**src/rtl/flash_cmd_pkg.sv**
```systemverilog
package flash_cmd_pkg;

    localparam int KEY_AW = 16;
    localparam int KEY_DW = 8;

    localparam logic [KEY_AW-1:0] KEY_ADDR_A = 16'h5555;
    localparam logic [KEY_AW-1:0] KEY_ADDR_B = 16'h2AAA;

    localparam logic [KEY_DW-1:0] CODE_K1      = 8'hAA;
    localparam logic [KEY_DW-1:0] CODE_K2      = 8'h55;
    localparam logic [KEY_DW-1:0] CODE_PROG    = 8'hA0;
    localparam logic [KEY_DW-1:0] CODE_ERASE   = 8'h80;
    localparam logic [KEY_DW-1:0] CODE_CHIP    = 8'h10;
    localparam logic [KEY_DW-1:0] CODE_SECTOR  = 8'h30;
    localparam logic [KEY_DW-1:0] CODE_LOCK    = 8'h60;
    localparam logic [KEY_DW-1:0] CODE_BYPASS  = 8'h40;
    localparam logic [KEY_DW-1:0] CODE_ID_IN   = 8'h90;
    localparam logic [KEY_DW-1:0] CODE_ID_OUT  = 8'hF0;
    localparam logic [KEY_DW-1:0] CODE_SUSPEND = 8'hB0;

    typedef enum logic [2:0] {
        REQ_PROGRAM  = 3'd0,
        REQ_SECTOR   = 3'd1,
        REQ_CHIP     = 3'd2,
        REQ_LOCK     = 3'd3,
        REQ_SUSPEND  = 3'd4,
        REQ_RESUME   = 3'd5,
        REQ_ID_ENTER = 3'd6,
        REQ_ID_EXIT  = 3'd7
    } req_kind_e;

    typedef enum logic [2:0] {
        ST_IDLE,
        ST_KEY1,
        ST_KEY2,
        ST_PROG_ARM,
        ST_ERS_80,
        ST_ERS_KEY1,
        ST_ERS_KEY2
    } seq_state_e;

endpackage

```
**src/rtl/cmd_key_match.sv**
```systemverilog
module cmd_key_match
    import flash_cmd_pkg::*;
(
    input  logic [KEY_AW-1:0] addr_lo,
    input  logic [KEY_DW-1:0] data_lo,
    output logic              at_key_a,
    output logic              at_key_b,
    output logic [KEY_DW-1:0] code
);

    assign at_key_a = (addr_lo == KEY_ADDR_A);
    assign at_key_b = (addr_lo == KEY_ADDR_B);
    assign code     = data_lo;

endmodule

```
**src/rtl/cmd_mode_flags.sv**
```systemverilog
module cmd_mode_flags (
    input  logic clk,
    input  logic rst_n,
    input  logic set_bypass,
    input  logic set_id,
    input  logic clr_id,
    output logic bypass_mode,
    output logic id_mode
);

    always_ff @(posedge clk) begin
        if (!rst_n) begin
            bypass_mode <= 1'b0;
            id_mode     <= 1'b0;
        end else begin
            if (set_bypass)
                bypass_mode <= 1'b1;
            if (set_id)
                id_mode <= 1'b1;
            else if (clr_id)
                id_mode <= 1'b0;
        end
    end

endmodule

```
**src/rtl/cmd_seq_fsm.sv**
```systemverilog
module cmd_seq_fsm
    import flash_cmd_pkg::*;
#(
    parameter int ADDR_W  = 20,
    parameter int DATA_W  = 16,
    parameter int PLANE_W = 4
) (
    input  logic              clk,
    input  logic              rst_n,
    input  logic              wr_stb,
    input  logic              busy,
    input  logic              bypass,
    input  logic              at_key_a,
    input  logic              at_key_b,
    input  logic [KEY_DW-1:0] code,
    input  logic [ADDR_W-1:0] wr_addr,
    input  logic [DATA_W-1:0] wr_data,
    output logic              req_valid,
    output req_kind_e         req_kind,
    output logic [ADDR_W-1:0] req_addr,
    output logic [DATA_W-1:0] req_data,
    output logic [PLANE_W-1:0] req_plane,
    output logic              set_bypass,
    output logic              set_id,
    output logic              clr_id
);

    seq_state_e state, nxt_state;
    logic       fire;
    req_kind_e  kind;
    logic       accept;
    logic       restart;
    seq_state_e miss_state;

    assign accept     = wr_stb && !busy;
    assign restart    = at_key_a && (code == CODE_K1);
    assign miss_state = restart ? ST_KEY1 : ST_IDLE;

    always_comb begin
        nxt_state  = state;
        fire       = 1'b0;
        kind       = REQ_PROGRAM;
        set_bypass = 1'b0;
        if (accept) begin
            if (bypass) begin
                fire      = 1'b1;
                kind      = REQ_PROGRAM;
                nxt_state = ST_IDLE;
            end else begin
                unique case (state)
                    ST_IDLE: begin
                        if (restart) begin
                            nxt_state = ST_KEY1;
                        end else if (code == CODE_SUSPEND) begin
                            fire = 1'b1;
                            kind = REQ_SUSPEND;
                        end else if (code == CODE_SECTOR) begin
                            fire = 1'b1;
                            kind = REQ_RESUME;
                        end else if (code == CODE_ID_OUT) begin
                            fire = 1'b1;
                            kind = REQ_ID_EXIT;
                        end
                    end
                    ST_KEY1: begin
                        nxt_state = (at_key_b && code == CODE_K2) ? ST_KEY2 : miss_state;
                    end
                    ST_KEY2: begin
                        nxt_state = miss_state;
                        if (at_key_a) begin
                            if (code == CODE_PROG) begin
                                nxt_state = ST_PROG_ARM;
                            end else if (code == CODE_ERASE) begin
                                nxt_state = ST_ERS_80;
                            end else if (code == CODE_ID_IN) begin
                                nxt_state = ST_IDLE;
                                fire      = 1'b1;
                                kind      = REQ_ID_ENTER;
                            end else if (code == CODE_ID_OUT) begin
                                nxt_state = ST_IDLE;
                                fire      = 1'b1;
                                kind      = REQ_ID_EXIT;
                            end
                        end
                    end
                    ST_PROG_ARM: begin
                        nxt_state = ST_IDLE;
                        fire      = 1'b1;
                        kind      = REQ_PROGRAM;
                    end
                    ST_ERS_80: begin
                        nxt_state = restart ? ST_ERS_KEY1 : ST_IDLE;
                    end
                    ST_ERS_KEY1: begin
                        nxt_state = (at_key_b && code == CODE_K2) ? ST_ERS_KEY2 : miss_state;
                    end
                    ST_ERS_KEY2: begin
                        nxt_state = ST_IDLE;
                        if (at_key_a && code == CODE_CHIP) begin
                            fire = 1'b1;
                            kind = REQ_CHIP;
                        end else if (code == CODE_SECTOR) begin
                            fire = 1'b1;
                            kind = REQ_SECTOR;
                        end else if (code == CODE_LOCK) begin
                            fire = 1'b1;
                            kind = REQ_LOCK;
                        end else if (at_key_a && code == CODE_BYPASS) begin
                            set_bypass = 1'b1;
                        end else begin
                            nxt_state = miss_state;
                        end
                    end
                    default: nxt_state = ST_IDLE;
                endcase
            end
        end
    end

    assign set_id = fire && (kind == REQ_ID_ENTER);
    assign clr_id = fire && (kind == REQ_ID_EXIT);

    always_ff @(posedge clk) begin
        if (!rst_n)
            state <= ST_IDLE;
        else
            state <= nxt_state;
    end

    always_ff @(posedge clk) begin
        if (!rst_n) begin
            req_valid <= 1'b0;
            req_kind  <= REQ_PROGRAM;
            req_addr  <= '0;
            req_data  <= '0;
            req_plane <= '0;
        end else begin
            req_valid <= fire;
            if (fire) begin
                req_kind  <= kind;
                req_addr  <= wr_addr;
                req_data  <= wr_data;
                req_plane <= (kind == REQ_RESUME) ? wr_addr[ADDR_W-1 -: PLANE_W] : '0;
            end
        end
    end

endmodule

```
**src/rtl/flash_cmd_decoder.sv**
```systemverilog
module flash_cmd_decoder
    import flash_cmd_pkg::*;
#(
    parameter int ADDR_W  = 20,
    parameter int DATA_W  = 16,
    parameter int PLANE_W = 4
) (
    input  logic               clk,
    input  logic               rst_n,
    input  logic               wr_stb,
    input  logic [ADDR_W-1:0]  wr_addr,
    input  logic [DATA_W-1:0]  wr_data,
    input  logic               busy,
    output logic               req_valid,
    output logic [2:0]         req_kind,
    output logic [ADDR_W-1:0]  req_addr,
    output logic [DATA_W-1:0]  req_data,
    output logic [PLANE_W-1:0] req_plane,
    output logic               bypass_mode,
    output logic               id_mode
);

    logic              at_key_a, at_key_b;
    logic [KEY_DW-1:0] code;
    logic              set_bypass, set_id, clr_id;
    req_kind_e         kind_q;

    cmd_key_match i_match (
        .addr_lo  (wr_addr[KEY_AW-1:0]),
        .data_lo  (wr_data[KEY_DW-1:0]),
        .at_key_a (at_key_a),
        .at_key_b (at_key_b),
        .code     (code)
    );

    cmd_seq_fsm #(
        .ADDR_W  (ADDR_W),
        .DATA_W  (DATA_W),
        .PLANE_W (PLANE_W)
    ) i_fsm (
        .clk        (clk),
        .rst_n      (rst_n),
        .wr_stb     (wr_stb),
        .busy       (busy),
        .bypass     (bypass_mode),
        .at_key_a   (at_key_a),
        .at_key_b   (at_key_b),
        .code       (code),
        .wr_addr    (wr_addr),
        .wr_data    (wr_data),
        .req_valid  (req_valid),
        .req_kind   (kind_q),
        .req_addr   (req_addr),
        .req_data   (req_data),
        .req_plane  (req_plane),
        .set_bypass (set_bypass),
        .set_id     (set_id),
        .clr_id     (clr_id)
    );

    assign req_kind = kind_q;

    cmd_mode_flags i_flags (
        .clk         (clk),
        .rst_n       (rst_n),
        .set_bypass  (set_bypass),
        .set_id      (set_id),
        .clr_id      (clr_id),
        .bypass_mode (bypass_mode),
        .id_mode     (id_mode)
    );

endmodule

```
**config.mk**
```make
export PLATFORM = sky130hd
export DESIGN_NAME = flash_cmd_decoder
export DESIGN_NICKNAME = d
export VERILOG_FILES = /design/src/rtl/flash_cmd_pkg.sv /design/src/rtl/cmd_key_match.sv /design/src/rtl/cmd_mode_flags.sv /design/src/rtl/cmd_seq_fsm.sv /design/src/rtl/flash_cmd_decoder.sv
export SDC_FILE = /design/constraint.sdc
export NUM_CORES = 1
export LEC_CHECK = 0
export ABC_AREA = 1
export ABC_CLOCK_PERIOD_IN_PS = 3850
export CAP_MARGIN = 0
export CORE_MARGIN = 4
export CORE_UTILIZATION = 55
export CTS_CLUSTER_SIZE = 10
export DETAILED_ROUTE_END_ITERATION = 6
export DONT_BUFFER_PORTS = 1
export MAX_ROUTING_LAYER = met4
export PLACE_DENSITY_LB_ADDON = 0.2
export SYNTH_ARGS = -nofsm -noshare
export SYNTH_HDL_FRONTEND = slang
export SYNTH_SLANG_ARGS = --single-unit
export TNS_END_PERCENT = 50
```
**constraint.sdc**
```tcl
create_clock -name clk -period 3.85 [get_ports clk]
set_input_delay 0 -clock clk [delete_from_list [all_inputs] [get_ports clk]]
set_output_delay 0 -clock clk [all_outputs]
set_load 0.005 [all_outputs]
```
Word level (Yosys, flattened, before mapping)
Index checks and enable logic that the tools add are counted.
{"block": "word_totals", "register_bits": 49, "wordCells": 96, "in_bits": 40, "output_inout_bits": 46, "mem_count": 0, "latchBits": 0, "romBits": 0, "ram_bits": 0}
{"block": "op_classes", "n_addsub": 0, "eq_ne": 23, "n_reduce_logical": 11, "bitwise_logic": 0, "n_mux": 54, "n_mul": 0, "div": 0, "n_lt_le_gt_ge": 0, "shifts": 0}
{"operator": "two-way mux 3 bit", "count": 26}
{"operator": "equality test 8 bit (second input constant)", "count": 6}
{"operator": "equality test 8 x 7 -> 1 bit (second input constant)", "count": 3}
{"operator": "two-way mux 1 bit", "count": 23}
{"operator": "equality test 3 bit (second input constant)", "count": 6}
{"operator": "case mux 3 bit (6 select lines)", "count": 1}
{"operator": "equality test 16 x 14 -> 1 bit (second input constant)", "count": 1}
{"operator": "equality test 16 x 15 -> 1 bit (second input constant)", "count": 1}
{"operator": "case mux 3 bit (3 select lines)", "count": 1}
{"operator": "equality test 8 x 5 -> 1 bit (second input constant)", "count": 1}
{"operator": "equality test 8 x 6 -> 1 bit (second input constant)", "count": 1}
{"operator": "logical AND 1 bit", "count": 7}
{"operator": "equality test 3 x 2 -> 1 bit (second input constant)", "count": 2}
{"operator": "two-way mux 4 bit", "count": 1}
{"operator": "case mux 1 bit (4 select lines)", "count": 1}
{"operator": "equality test 3 x 1 -> 1 bit (second input constant)", "count": 1}
{"operator": "zero test 3 bit", "count": 1}
{"operator": "!= test 3 x 1 -> 1 bit (second input constant)", "count": 1}
{"operator": "two-way mux 2 bit", "count": 1}
{"operator": "AND reduction 2 bit", "count": 1}
{"operator": "nonzero test 2 bit", "count": 1}
{"operator": "zero test 1 bit", "count": 1}

Depth between registers and ports, before layout
{"block": "logic_depth", "depth_word": 13, "depth_mapped": 14}

By module
From an unflattened synthesis, not the netlist that was laid out.
{"block": "hier_totals", "hier_cells": 387, "area_unflattened_um2": 2595.0}
{"mod": "cmd_seq_fsm", "cells_per_inst": 324, "n_inst": 1, "area_each_um2": 2290.9, "seq_area_each_um2": 940.9}
{"mod": "cmd_key_match", "cells_per_inst": 54, "n_inst": 1, "area_each_um2": 232.7, "seq_area_each_um2": 0.0}
{"mod": "cmd_mode_flags", "cells_per_inst": 9, "n_inst": 1, "area_each_um2": 71.3, "seq_area_each_um2": 40.0}

Worst setup path after synthesis
OpenSTA, ideal clock, no wires.
{"block": "synth_timing", "kind": "register to register", "start": "reg i_fsm.state[1]", "end": "reg i_fsm.req_addr[10]", "path_buffers": 1, "period_less_slack_ns": 1.529, "t_arrival_ns": 1.413, "stages_incl_launch_ff": 11, "setup_ns": 0.116, "slack_ns": 2.321, "cell_sequence": "dfxtp_1 -> nand2_1 -> nor2_1 -> nand3_2 -> nand2_2 -> inv_2 -> nand4_4 -> nand2_4 -> buf_2 -> o21ai_0 -> nor2_1"}
{"block": "synth_between", "elab_chain_cells": 4}
{"element": "start, declared", "line_no": "cmd_seq_fsm.sv:28", "rtl": "seq_state_e state, nxt_state;"}
{"element": "start signal, assigned", "line_no": "cmd_seq_fsm.sv:127", "rtl": "state <= nxt_state;"}
{"element": "equality test 3 bit (tied with other cells)", "line_no": "cmd_seq_fsm.sv:50", "rtl": "unique case (state)"}
{"element": "case mux 1 bit (4 select lines) *", "line_no": "cmd_seq_fsm.sv:50"}
{"element": "two-way mux 1 bit *", "line_no": "cmd_seq_fsm.sv:45", "rtl": "if (bypass) begin"}
{"element": "two-way mux 1 bit *", "line_no": "cmd_seq_fsm.sv:44", "rtl": "if (accept) begin"}
{"element": "end signal, assigned", "line_no": "cmd_seq_fsm.sv:141", "rtl": "req_addr <= wr_addr;"}
{"element": "end, declared", "line_no": "cmd_seq_fsm.sv:20", "rtl": "output logic [ADDR_W-1:0] req_addr,"}
Mark *: on every way between the ends. The rest lies on a longest branch, timed or not.
A chain may end at the register's enable or synchronous reset.

Worst setup path in the final report
{"block": "layout_timing", "start": "reg i_fsm.state[1]", "end": "reg i_fsm.req_data[12]"}
{"block": "layout_between", "elab_chain_cells": 4}
{"element": "equality test 3 bit (tied with other cells)", "line_no": "cmd_seq_fsm.sv:50"}
{"element": "case mux 1 bit (4 select lines) *", "line_no": "cmd_seq_fsm.sv:50"}
{"element": "two-way mux 1 bit *", "line_no": "cmd_seq_fsm.sv:45"}
{"element": "two-way mux 1 bit *", "line_no": "cmd_seq_fsm.sv:44"}
{"element": "end signal, assigned", "line_no": "cmd_seq_fsm.sv:142", "rtl": "req_data <= wr_data;"}
{"element": "end, declared", "line_no": "cmd_seq_fsm.sv:21", "rtl": "output logic [DATA_W-1:0] req_data,"}
Marks and branches as above.

==> results.py <==
metrics = {
    "outcome": {
        "status": "complete, no violations",
    },
    "setup_path": {
        "slowest_delay_ps": 590,
        "cp.required_ps": 4050,
        "worstRegToRegCells": 10,
        "critPathLaunch": "i_fsm.state[1]",
        "crit_top_cell": "nor2_1",
        "timing.rr.end": "i_fsm.req_data[12]",
        "worstSetupEndpoint": "i_fsm.req_data[12]",
        "crit_chain": "nand2_1 -> nor2_1 -> nand3_2 -> nand2_2 -> inv_2 -> nand4_4 -> nand2_4 -> o21ai_0 -> dlygate4sd3_1 -> nor2_1",
        "cp-end-kind": "flip-flop",
        "slowest_stage": "dlygate4sd3_1",
        "r2r_slack_ps": 1410,
        "arrival_ps": 2640,
        "crit_fanout": 45,
        "worst_setup_path_start_kind": "flip-flop",
        "criticalPathCategory": "flip-flop to flip-flop",
        "reg2reg_from": "i_fsm.state[1]",
    },
    "routing": {
        "drc": 0,
        "wirelength_met1_mm": 2.70,
        "finalWirelength_mm": 6.34,
        "via_count": 2432,
        "wl_met2_mm": 3.04,
        "top_layer_used": "met4",
        "drt-pass1-iter-count": 5,
        "vias_per_cell": 5.37,
        "wl_met3_um": 514,
        "ant_nets": 0,
        "drt_iter0_markers": 147,
        "routedWlPerCell_um": 14.0,
    },
    "power": {
        "p_seq_frac": 0.592,
        "comb_power_share": 0.091,
        "power_density_mw_per_mm2": 298,
        "ir_drop_mv": 0.266,
        "p_sw_frac": 0.224,
        "p_leak_nw": 1.16,
        "p_clk_frac": 0.317,
        "p_switching_w": 0.000192,
        "power_w": 0.000859,
        "power.internal_w": 0.000667,
    },
    "synth": {
        "synth_xor_area_frac": 0,
        "synth-simple-area-share": 0.386,
        "ys_ff_latch": 49,
        "postSynthCellCount": 369,
        "synth_compound_area_frac": 0.114,
        "yosysWarnings": 0,
        "synth-seq-area-share": 0.403,
        "yosysTopAreaCell": "dfxtp_1",
        "synth_area_leaders": "dfxtp_1 (40%), nor2_1 (15%), nand2_1 (9.0%)",
        "synth_top_area_frac": 0.403,
        "synth_fa_ha_area_frac": 0,
        "synth_top_family_by_area": "simple AND/OR/NAND/NOR gates",
        "yosysUniqueCellTypes": 28,
        "syn_avg_cell_area_um2": 6.59,
        "synth_mux_area_frac": 0,
        "syn-num-nets": 409,
        "synthesis.area_mm2": 0.00243,
    },
    "grt": {
        "grt_first_pass_wirelength_mm": 10.2,
        "grt_antenna_before_repair": 0,
        "grt_pass1_vias": 2333,
        "grt_max_degree": 46,
        "overflow": 0,
        "grt_usage": 0.241,
    },
    "clock_tree": {
        "cts_resized": 0,
        "post-cts-setup-buffer-count": 0,
        "clk_latency_ps": 290,
        "clk_transition_reported_paths_ps": 80,
        "cts_sinks": 49,
        "cts_buffer_depth": 2,
        "cts_root_buffer": "clkbuf_8",
        "cts_tree": "done",
        "cts-buffers-inserted": 5,
        "htree_levels": 2,
    },
    "timing": {
        "whs_ps": 41.0,
        "tns_ps": 0,
        "worstMarginPinSlew_ps": 942,
        "slew_viol_final": 0,
        "rsz0062_at_grt": "no",
        "min_period_ps": 2440,
        "hold_violations": 0,
        "max_freq_ghz": 0.409,
        "finalSetupViolCount": 0,
        "relSlewSlack": 0.370,
        "fin_skew_ps": 5.61,
        "min_period_over_period": 0.635,
    },
    "placement": {
        "dp_hpwl_mm": 4.18,
        "dp.cells": 408,
        "io_buffers": 0,
        "gp_congestion": 0.912,
    },
    "cells_and_area": {
        "diodes": 0,
        "drive_above_1_share": 0.0596,
        "final_common_cell": "nor2_1",
        "final_cells": 453,
        "final_nets": 444,
        "area_growth_pct": 18.6,
        "final_cell_mix": "nor2_1 (98), nand2_1 (58), dfxtp_1 (49)",
        "fillCellCount": 368,
    },
    "die": {
        "die_area_mm2": 0.00555,
        "ios": 86,
        "rows": 23,
        "coreArea_mm2": 0.00414,
        "die_h_um": 74.5,
        "die_w_um": 74.5,
        "start_util": 0.587,
    },
    "hold_path": {
        "hold_path.class": "primary input to flip-flop",
        "hp-start": "wr_stb",
    },
    "run": {
        "cap_violations": 0,
    },
}
-- registers in the layout, summed over array words and instances, names as in the netlist --
register,cells
i_fsm.req_addr,20
i_fsm.req_data,16
i_fsm.req_plane,4
i_fsm.req_kind,3
i_fsm.state,3
i_flags.bypass_mode,1
i_flags.id_mode,1
i_fsm.req_valid,1
-- worst max-delay path: cells and delay by family (launching register included) --
kind	cells	cell delay, ps
simple gates	7	990
buf+inv	2	640
flops	1	420
compound gates	1	280
-- how the worst min path moves through the flow --
stage                          endpoint  slack (ps)  depth (start not counted)
finish              i_flags.bypass_mode          40                          4
global route        i_flags.bypass_mode          70                          4
CTS                 i_flags.bypass_mode          30                          4
detailed placement    i_fsm.req_data[5]         140                          2
global placement     i_fsm.req_data[12]         140                          2
floorplan            i_fsm.req_data[11]         140                          2
-- cells in the mapped netlist, drive strengths merged --
cell	number
nor2	103
nand2	61
dfxtp	49
inv	41
o21ai	34
nand3	21
nand4	20
a21oi	17
buf	8
nor3	5
clkbuf	3
nor4	3
a31oi	1
clkinv	1
o21a	1
o41ai	1
-- kinds of logic after synthesis --
group           count (synthesis)
flops                          49
buf+inv                        53
compound gates                 54
simple gates                  213
-- per-stage QoR --
stage	setup slack [ps]	cell area (um^2)	util
after floorplan	2320	2430	-
after global placement	1890	2420	0.584
after detailed placement	1800	2420	0.584
after CTS	1480	2890	0.696
after global routing	1180	2890	0.696
final	1410	2890	0.696
-- cell type report --
cell class	instances	area, um^2	share of cell area
Clock buffer	5	68.8	0.0239
Clock inverter	1	5.00	0.00173
Inverter	42	160	0.0555
Multi-Input combinational cell	267	1220	0.422
Sequential cell	49	981	0.340
Tap cell	50	62.6	0.0217
Timing Repair Buffer	39	390	0.135
-- power groups by stage --
stage / logic, W / registers (W) / clock network, W
detailed placement: 0.0000405 / 0.000521 / 0
global route: 0.0000874 / 0.000509 / 0.000303
CTS: 0.0000762 / 0.000508 / 0.000281
floorplan: 0.0000377 / 0.000520 / 0
finish: 0.0000779 / 0.000508 / 0.000273
global placement: 0.0000396 / 0.000521 / 0
-- metal layers --
layer | up-vias | track usage
li1 | 1258 | -
met1 | 1077 | 0.276
met2 | 89 | 0.410
met3 | 8 | 0.0608
met4 | 0 | 0.0810
met5 | - | -
-- repair_timing --
item	in CTS	in global routing
hold buffers	39	0
endpoints found under the hold margin	41	0
setup endpoints to repair	0	0
(Power assumes the default switching activity.)
